===== config.mk =====
export PLATFORM = sky130hd
export DESIGN_NAME = addr_tenure_master
export DESIGN_NICKNAME = d
export VERILOG_FILES = /design/src/rtl/atm_pkg.sv /design/src/rtl/atm_busy_tracker.sv /design/src/rtl/atm_tt_decode.sv /design/src/rtl/atm_tenure_fsm.sv /design/src/rtl/addr_tenure_master.sv
export SDC_FILE = /design/constraint.sdc
export NUM_CORES = 1
export LEC_CHECK = 0
export CAP_MARGIN = 10
export CORE_MARGIN = 10
export CORE_UTILIZATION = 43
export DETAILED_ROUTE_END_ITERATION = 8
export PLACE_DENSITY_LB_ADDON = 0.1
export SYNTH_ARGS = -nofsm -noshare
export SYNTH_HDL_FRONTEND = slang
export SYNTH_SLANG_ARGS = --single-unit

===== constraint.sdc =====
create_clock -name clk_i -period 2.5 [get_ports clk_i]
set_clock_uncertainty 0.1 [all_clocks]
set_input_delay 0.5 -clock clk_i [delete_from_list [all_inputs] [get_ports clk_i]]
set_output_delay 0.5 -clock clk_i [all_outputs]
set_load 0.005 [all_outputs]

===== src/rtl/atm_pkg.sv =====
package atm_pkg;
  typedef enum logic [1:0] {
    ST_IDLE   = 2'd0,
    ST_START  = 2'd1,
    ST_TENURE = 2'd2
  } tenure_state_e;
endpackage


===== src/rtl/atm_busy_tracker.sv =====
module atm_busy_tracker (
  input  logic clk_i,
  input  logic rst_ni,
  input  logic ts_in_i,
  input  logic aack_i,
  output logic busy_o
);
  logic busy_q;

  // a new tenure starting on the same edge as an old one ends wins
  always_ff @(posedge clk_i or negedge rst_ni) begin
    if (!rst_ni)      busy_q <= 1'b0;
    else if (ts_in_i) busy_q <= 1'b1;
    else if (aack_i)  busy_q <= 1'b0;
  end

  assign busy_o = busy_q;
endmodule


===== src/rtl/atm_tt_decode.sv =====
module atm_tt_decode #(
  parameter int unsigned          TT_W = 5,
  parameter logic [(1<<TT_W)-1:0] MASK = '0
) (
  input  logic [TT_W-1:0] tt_i,
  output logic            data_o
);
  localparam int unsigned N_TT = 1 << TT_W;

  logic [N_TT-1:0] lut;

  for (genvar i = 0; i < N_TT; i++) begin : g_lut
    assign lut[i] = MASK[i];
  end

  assign data_o = lut[tt_i];
endmodule


===== src/rtl/atm_tenure_fsm.sv =====
module atm_tenure_fsm
  import atm_pkg::*;
#(
  parameter int unsigned ADDR_W = 32,
  parameter int unsigned TT_W   = 5
) (
  input  logic              clk_i,
  input  logic              rst_ni,
  input  logic              grant_ok_i,
  input  logic [ADDR_W-1:0] req_addr_i,
  input  logic [TT_W-1:0]   req_tt_i,
  input  logic              aack_i,
  output logic              start_o,
  output logic              drive_o,
  output logic [ADDR_W-1:0] addr_o,
  output logic [TT_W-1:0]   tt_o
);
  tenure_state_e     state_q, state_d;
  logic [ADDR_W-1:0] addr_q;
  logic [TT_W-1:0]   tt_q;
  logic              accept;

  assign accept = (state_q == ST_IDLE) && grant_ok_i;

  always_comb begin
    state_d = state_q;
    unique case (state_q)
      ST_IDLE:   if (grant_ok_i) state_d = ST_START;
      ST_START:  state_d = aack_i ? ST_IDLE : ST_TENURE;
      ST_TENURE: if (aack_i) state_d = ST_IDLE;
      default:   state_d = ST_IDLE;
    endcase
  end

  always_ff @(posedge clk_i or negedge rst_ni) begin
    if (!rst_ni) begin
      state_q <= ST_IDLE;
      addr_q  <= '0;
      tt_q    <= '0;
    end else begin
      state_q <= state_d;
      if (accept) begin
        addr_q <= req_addr_i;
        tt_q   <= req_tt_i;
      end
    end
  end

  assign start_o = (state_q == ST_START);
  assign drive_o = (state_q != ST_IDLE);
  assign addr_o  = drive_o ? addr_q : '0;
  assign tt_o    = drive_o ? tt_q : '0;
endmodule


===== src/rtl/addr_tenure_master.sv =====
module addr_tenure_master #(
  parameter int unsigned          ADDR_W       = 32,
  parameter int unsigned          TT_W         = 5,
  parameter logic [(1<<TT_W)-1:0] DATA_TT_MASK = 32'h0000_FFFF
) (
  input  logic              clk_i,
  input  logic              rst_ni,
  input  logic              req_valid_i,
  input  logic [ADDR_W-1:0] req_addr_i,
  input  logic [TT_W-1:0]   req_tt_i,
  output logic              req_accept_o,
  input  logic              bg_i,
  input  logic              bus_busy_i,
  input  logic              ts_in_i,
  input  logic              aack_i,
  output logic              start_o,
  output logic              start_oe_o,
  output logic              busy_o,
  output logic              busy_oe_o,
  output logic [ADDR_W-1:0] addr_o,
  output logic [TT_W-1:0]   tt_o,
  output logic              attr_oe_o,
  output logic              dbr_o,
  output logic              snoop_valid_o
);
  logic trk_busy;
  logic grant_ok;
  logic drive;
  logic strobe;
  logic needs_data;

  atm_busy_tracker u_trk (
    .clk_i   (clk_i),
    .rst_ni  (rst_ni),
    .ts_in_i (ts_in_i),
    .aack_i  (aack_i),
    .busy_o  (trk_busy)
  );

  // qualified grant: pin and tracker both idle, request pending
  assign grant_ok = req_valid_i && bg_i && !bus_busy_i && !trk_busy;

  atm_tenure_fsm #(
    .ADDR_W (ADDR_W),
    .TT_W   (TT_W)
  ) u_fsm (
    .clk_i      (clk_i),
    .rst_ni     (rst_ni),
    .grant_ok_i (grant_ok),
    .req_addr_i (req_addr_i),
    .req_tt_i   (req_tt_i),
    .aack_i     (aack_i),
    .start_o    (strobe),
    .drive_o    (drive),
    .addr_o     (addr_o),
    .tt_o       (tt_o)
  );

  atm_tt_decode #(
    .TT_W (TT_W),
    .MASK (DATA_TT_MASK)
  ) u_dec (
    .tt_i   (tt_o),
    .data_o (needs_data)
  );

  assign req_accept_o  = grant_ok && !drive;
  assign start_o       = strobe;
  assign start_oe_o    = drive;
  assign busy_o        = drive;
  assign busy_oe_o     = drive;
  assign attr_oe_o     = drive;
  assign dbr_o         = strobe && needs_data;
  assign snoop_valid_o = ts_in_i && !drive;
endmodule


# After elaboration in Yosys (flattened, before gate mapping)
# Memories as Yosys holds them, arrays and structs flattened.
# Cells that the tools add are included.
totals:
  mem_bits_rw: 0
  romBits: 32
  out_inout_bits: 45
  memories: 1
  word_cells: 33
  latchBits: 0
  ff_bits: 40
mem_list:
  columns: ["memory", "depth", "width", "rd", "rd_ports_with_merged_regs", "write_ports", "line_no", "source"]
  rows:
  - ["(no name shown)", 32, 1, 1, 0, 0, "atm_tt_decode.sv:16", "assign data_o = lut[tt_i];"]
classes:
  shift: 0
  n_eq_ne: 4
  multipliers: 0
  div: 0
  bitwise_logic: 0
  muxes: 9
  reduce_logical: 14
  n_lt_le_gt_ge: 1
  n_addsub: 0
ops:
  columns: ["cell", "n"]
  rows:
  - ["two-way mux 32 bit", 1]
  - ["logical AND 1 bit", 7]
  - ["< comparator 5 x 6 -> 1 bit, second input constant", 1]
  - ["two-way mux 2 bit", 3]
  - ["one-hot mux 2 bit (3 select lines)", 1]
  - ["two-way mux 5 bit", 1]
  - ["!= test 2 bit, second input constant", 2]
  - ["nonzero test 2 bit", 2]
  - ["zero test 1 bit", 3]
  - ["two-way mux 1 bit", 3]
  - ["equality test 2 x 1 -> 1 bit, second input constant", 1]
  - ["equality test 2 bit, second input constant", 1]
  - ["zero test 2 bit", 1]
  - ["AND reduction 2 bit", 1]

# Logic depth before layout (Yosys ltp)
logic_depth:
  word_depth: 5
  ltp_mapped: 5

# Cells and area by module
# From an unflattened synthesis, not the netlist that was laid out.
unflattened:
  cells_unflattened: 139
  area_unflattened_um2: 1819.2
modules_own_cells:
  columns: ["mod", "cells_per_inst", "area_each_um2", "instances"]
  rows:
  - ["atm_tenure_fsm", 127, 1722.9, 1]
  - ["addr_tenure_master", 8, 56.3, 1]
  - ["atm_busy_tracker", 3, 36.3, 1]
  - ["atm_tt_decode", 1, 3.8, 1]

# Least setup slack after synthesis
# Ideal clock, no wire load.
synth_timing:
  kind: "input -> output"
  startpoint: "input port bus_busy_i"
  endpoint: "output port req_accept_o"
  path_stages: 5
  slack_ns: 0.811
  t_arrival_ns: 1.089
  n_path_buf: 2
  required_ns: 1.900
  cell_sequence: "nor2_1 > nand4_1 > buf_6 > buf_6 > inv_1"
synth_via:
  elab_chain_cells: 4
synth_rtl:
  columns: ["element", "line_no", "source"]
  rows:
  - ["start, declared", "addr_tenure_master.sv:13", "input logic bus_busy_i,"]
  - ["zero test 1 bit", "addr_tenure_master.sv:41", "assign grant_ok = req_valid_i && bg_i && !bus_busy_i && !trk_busy;"]
  - ["logical AND 1 bit (2 in a row)", "addr_tenure_master.sv:41", null]
  - ["logical AND 1 bit", "addr_tenure_master.sv:67", "assign req_accept_o = grant_ok && !drive;"]
  - ["end, declared", "addr_tenure_master.sv:11", "output logic req_accept_o,"]
# Every way passes these cells.

# Final worst setup path
layout_timing:
  startpoint: "register u_fsm.state_q[1]"
  endpoint: "output port addr_o[14]"
layout_via:
  elab_chain_cells: 2
layout_rtl:
  columns: ["element", "line_no", "source"]
  rows:
  - ["start, declared", "atm_tenure_fsm.sv:18", "tenure_state_e state_q, state_d;"]
  - ["start signal, assigned", "atm_tenure_fsm.sv:41", "state_q <= state_d;"]
  - ["nonzero test 2 bit", "atm_tenure_fsm.sv:50", "assign drive_o = (state_q != ST_IDLE);"]
  - ["two-way mux 32 bit", "atm_tenure_fsm.sv:51", "assign addr_o = drive_o ? addr_q : '0;"]
  - ["end, declared", "addr_tenure_master.sv:20", "output logic [ADDR_W-1:0] addr_o,"]
# Every way passes these cells.

==> run_results.csv <==
group,metric,value,unit
run_status,status,"finished clean",
pwr,power_frac_comb,19.9,%
drt,num_vias,1302,
clock_network,cts_sinks,40,
sta,finalHoldViolCount,0,
clock_network,postCtsHoldBufs,0,
worst_setup_path,r2r_cells,4,
grt,antenna_found_initial,0,
clock_network,htree_levels,2,
sta,drv_slew,0,
drt,drt_iter0_markers,60,
pwr,power.internal,0.001419,W
synthesis,synth-edff-count,0,
synthesis,ys.flop_type,"dfrtp_1",
drt,totalWireLength,4594,microns
clock_network,worstSkewPairLatency,280,ps
drt,vias_per_cell,4.735,
sta,finalSetupViolations,0,
grt,grt_pass1_wl,7631,microns
place,gp_congestion,0.7779,
synthesis,synth_fp_nets,182,
sta,setup_tns,0,ps
pwr,swShare,21.21,%
hold_path,hp-class,"in2async",
synthesis,synthAdderAreaFrac,0,%
synthesis,synth_seq_area_share,55.02,%
sta,worst_pin_slew,885.0,ps
final_layout,multiInputGateArea,738.2,sq um
sta,fmax,0.4232,GHz
grt,grt_max_degree,41,
pwr,net-switching-power,0.0003820,W
pwr,seqPwrFrac,48.8,%
synthesis,synth_area,1819,sq um
final_layout,nets,268,
grt,grt_usage,13.01,%
place,portBuffers,88,
floorplan,die_x,85.05,microns
synthesis,synth-xor-area-share,0.4814,%
worst_setup_path,path_cells,"nor2_4, inv_2, buf_12, and2_1, clkdlybuf4s50_1",
final_layout,diodes,0,
final_layout,nFillCells,298,
worst_setup_path,timing.rr.start,"u_fsm.state_q[1]$_DFFE_PN0P_",
synthesis,synth.avg_cell_area,13.18,sq um
floorplan,num_io_pins,89,
synthesis,synth.distinct_cells,15,
floorplan,core-area,4058,sq um
drt,wl_per_cell,16.71,microns
worst_setup_path,critPathSlowestCell,"clkdlybuf4s50_1",
grt,gr-usage-met3,5.736,%
synthesis,synthCells,138,
final_layout,areaGrowthSynthToFinish,56.46,%
worst_setup_path,cp.required,1900,ps
worst_setup_path,startpoint_type,"flip-flop",
sta,rsz0062_at_grt,"no",
clock_network,cts_buffers,5,
floorplan,rows,23,
synthesis,synth_area_leader_cell,"dfrtp_1",
sta,min_period_over_period,94.53,%
pwr,clkPwrFrac,31.3,%
synthesis,synth_top_area_share,55.02,%
final_layout,drive_gt1_share,22.22,%
pwr,power_density,632.8,nW/um^2
synthesis,synthMuxAreaShare,24.55,%
synthesis,synth_top_family_by_area,"multiplexers",
clock_network,clk_pin_slew_worst_paths,70,ps
grt,first_global_vias,1498,
place,dp_cells,267,
pwr,ir_worst_vdd,0.3715,mV
worst_setup_path,cpPeakStageDelay,510,ps
clock_network,clk_path_buf_depth,2,
worst_setup_path,worstSetupPathType,"reg2out",
worst_setup_path,end_kind,"output port",
sta,fin_crit,2363,ps
synthesis,synth_common_cells,"40 x dfrtp_1, 38 x and2_1, 29 x mux2_2",
clock_network,root_buffer,"clkbuf_8",
grt,grt_use_met2,22.48,%
synthesis,synth_compound_area_share,0.4127,%
synthesis,yosys_warnings,0,
synthesis,synth_most_common_cell,"dfrtp_1",
worst_setup_path,worstReg2RegEnd,"u_fsm.addr_q[26]$_DFFE_PN0P_",
grt,grt-ovfl-total,0,
synthesis,synthTopCellsByArea,"dfrtp_1 55%, mux2_2 18%, and2_1 13%",
floorplan,die-area,7233,sq um
sta,slew_headroom,41.00,%
grt,grtUsageMet1,13.68,%
synthesis,async_flop_share,100.0,%
run,drv_cap,0,
final_layout,finalNonFillerCells,275,
pwr,leakagePower,1.265,nW
place,hpwl,3517,microns
floorplan,die_h,85.05,microns
synthesis,ys_ff_latch,40,
drt,drcViolationCount,0,
final_layout,ff_latch_area,1001,sq um
drt,final_antenna_net_count,0,
worst_setup_path,r2r_slack,800,ps
synthesis,yosys.area_share.simple,14.86,%
worst_setup_path,critPathArrivalTime,1760,ps
grt,gr-max-usage-layer,"met2",
drt,dr.pass1.iters,4,
clock_network,tritoncts,"done",
floorplan,start_util,44.84,%
worst_setup_path,cp_max_fo,32,
==> worst max-delay path: cells and delay by family (launching register included) <==
kind / cells / cell delay (ps)
and+or+nand+nor: 2 / 210
buffers and inverters: 3 / 850
DFF: 1 / 420
==> timing repair <==
action,in CTS,in global routing
pin swaps,0,0
endpoints found under the setup margin,1,1
buffers inserted,0,0
resized for setup,1,1
==> through the flow <==
step / total power (W) / instance area [sq um] / utilization, % / hold WS [ps] / worst slack, ps
5_1_grt: 0.001915 / 2846 / 70.15 / 306.5 / 10.76
4_1_cts: 0.001833 / 2841 / 70.03 / 260.8 / 85.90
3_3_place_gp: 0.001229 / 2715 / 66.91 / 377.0 / 170.3
3_5_place_dp: 0.001259 / 2715 / 66.91 / 384.4 / 167.6
6_report: 0.001801 / 2846 / 70.15 / 238.7 / 136.8
2_1_floorplan: 0.001068 / 1819 / - / 104.4 / 810.9
==> flip-flops by register name, summed over array words and instances, names as in the netlist <==
signal and cells:
u_fsm.addr_q 32, u_fsm.state_q 2, u_fsm.tt_q 5, u_trk.busy_o 1
==> metal layers <==
metal  vias up  wire, microns  share of wire [%]
li1        614              -                  -
met1       630           1768                 38
met2        51           2357                 51
met3         7            398                8.7
met4         0             70                1.5
met5         -              0                  0
==> worst max-delay path by stage <==
stage | start | endpoint | slack, ps | depth (start not counted)
floorplan | bus_busy_i | req_accept_o | 810 | 5
global placement | bus_busy_i | req_accept_o | 170 | 5
detailed placement | bus_busy_i | req_accept_o | 170 | 5
CTS | u_fsm.state_q[1]$_DFFE_PN0P_ | addr_o[27] | 90 | 5
global route | u_fsm.state_q[1]$_DFFE_PN0P_ | addr_o[21] | 10 | 5
finish | u_fsm.state_q[1]$_DFFE_PN0P_ | addr_o[14] | 140 | 5
==> layout by cell type (no fill, tap or decap) <==
cell	netlist	layout
buf_2	2	1
mux2_2	29	29
clkbuf_8	0	7
clkdlybuf4s50_1	0	87
inv_1	4	3
dfrtp_1	40	40
bufinv_16	0	1
nand4_1	1	1
inv_2	0	1
a21o_1	1	1
mux2_4	8	8
and2_1	38	38
nor2_4	0	1
xnor2_1	1	1
nor2b_1	2	2
nor2_1	2	2
buf_12	0	1
buf_4	3	1
==> final cells by class <==
type / count / area share (%)
sequential: 40 / 35.16
timing repair buffer: 90 / 31.74
multi-input combinational: 83 / 25.93
clock buffer: 7 / 3.385
tap: 50 / 2.198
clock inverter: 1 / 1.055
inverter: 4 / 0.5275
==> power groups by stage <==
| stage | sequential [W] | combinational [W] | clock, W |
|---|---|---|---|
| finish | 0.000879 | 0.000359 | 0.000564 |
| global route | 0.000901 | 0.000392 | 0.000622 |
| CTS | 0.000881 | 0.000368 | 0.000584 |
| detailed placement | 0.000894 | 0.000366 | 0 |
| global placement | 0.000880 | 0.000350 | 0 |
| floorplan | 0.000864 | 0.000204 | 0 |
==> kinds of logic (layout without fill, tap and decap cells) <==
| group | after synthesis | count (layout) |
|---|---|---|
| compound gates | 1 | 1 |
| simple gates | 44 | 44 |
| flops | 40 | 40 |
| xor+xnor | 1 | 1 |
| mux | 37 | 37 |
| buf+inv | 15 | 102 |
Power figures use the tool's default switching activity.
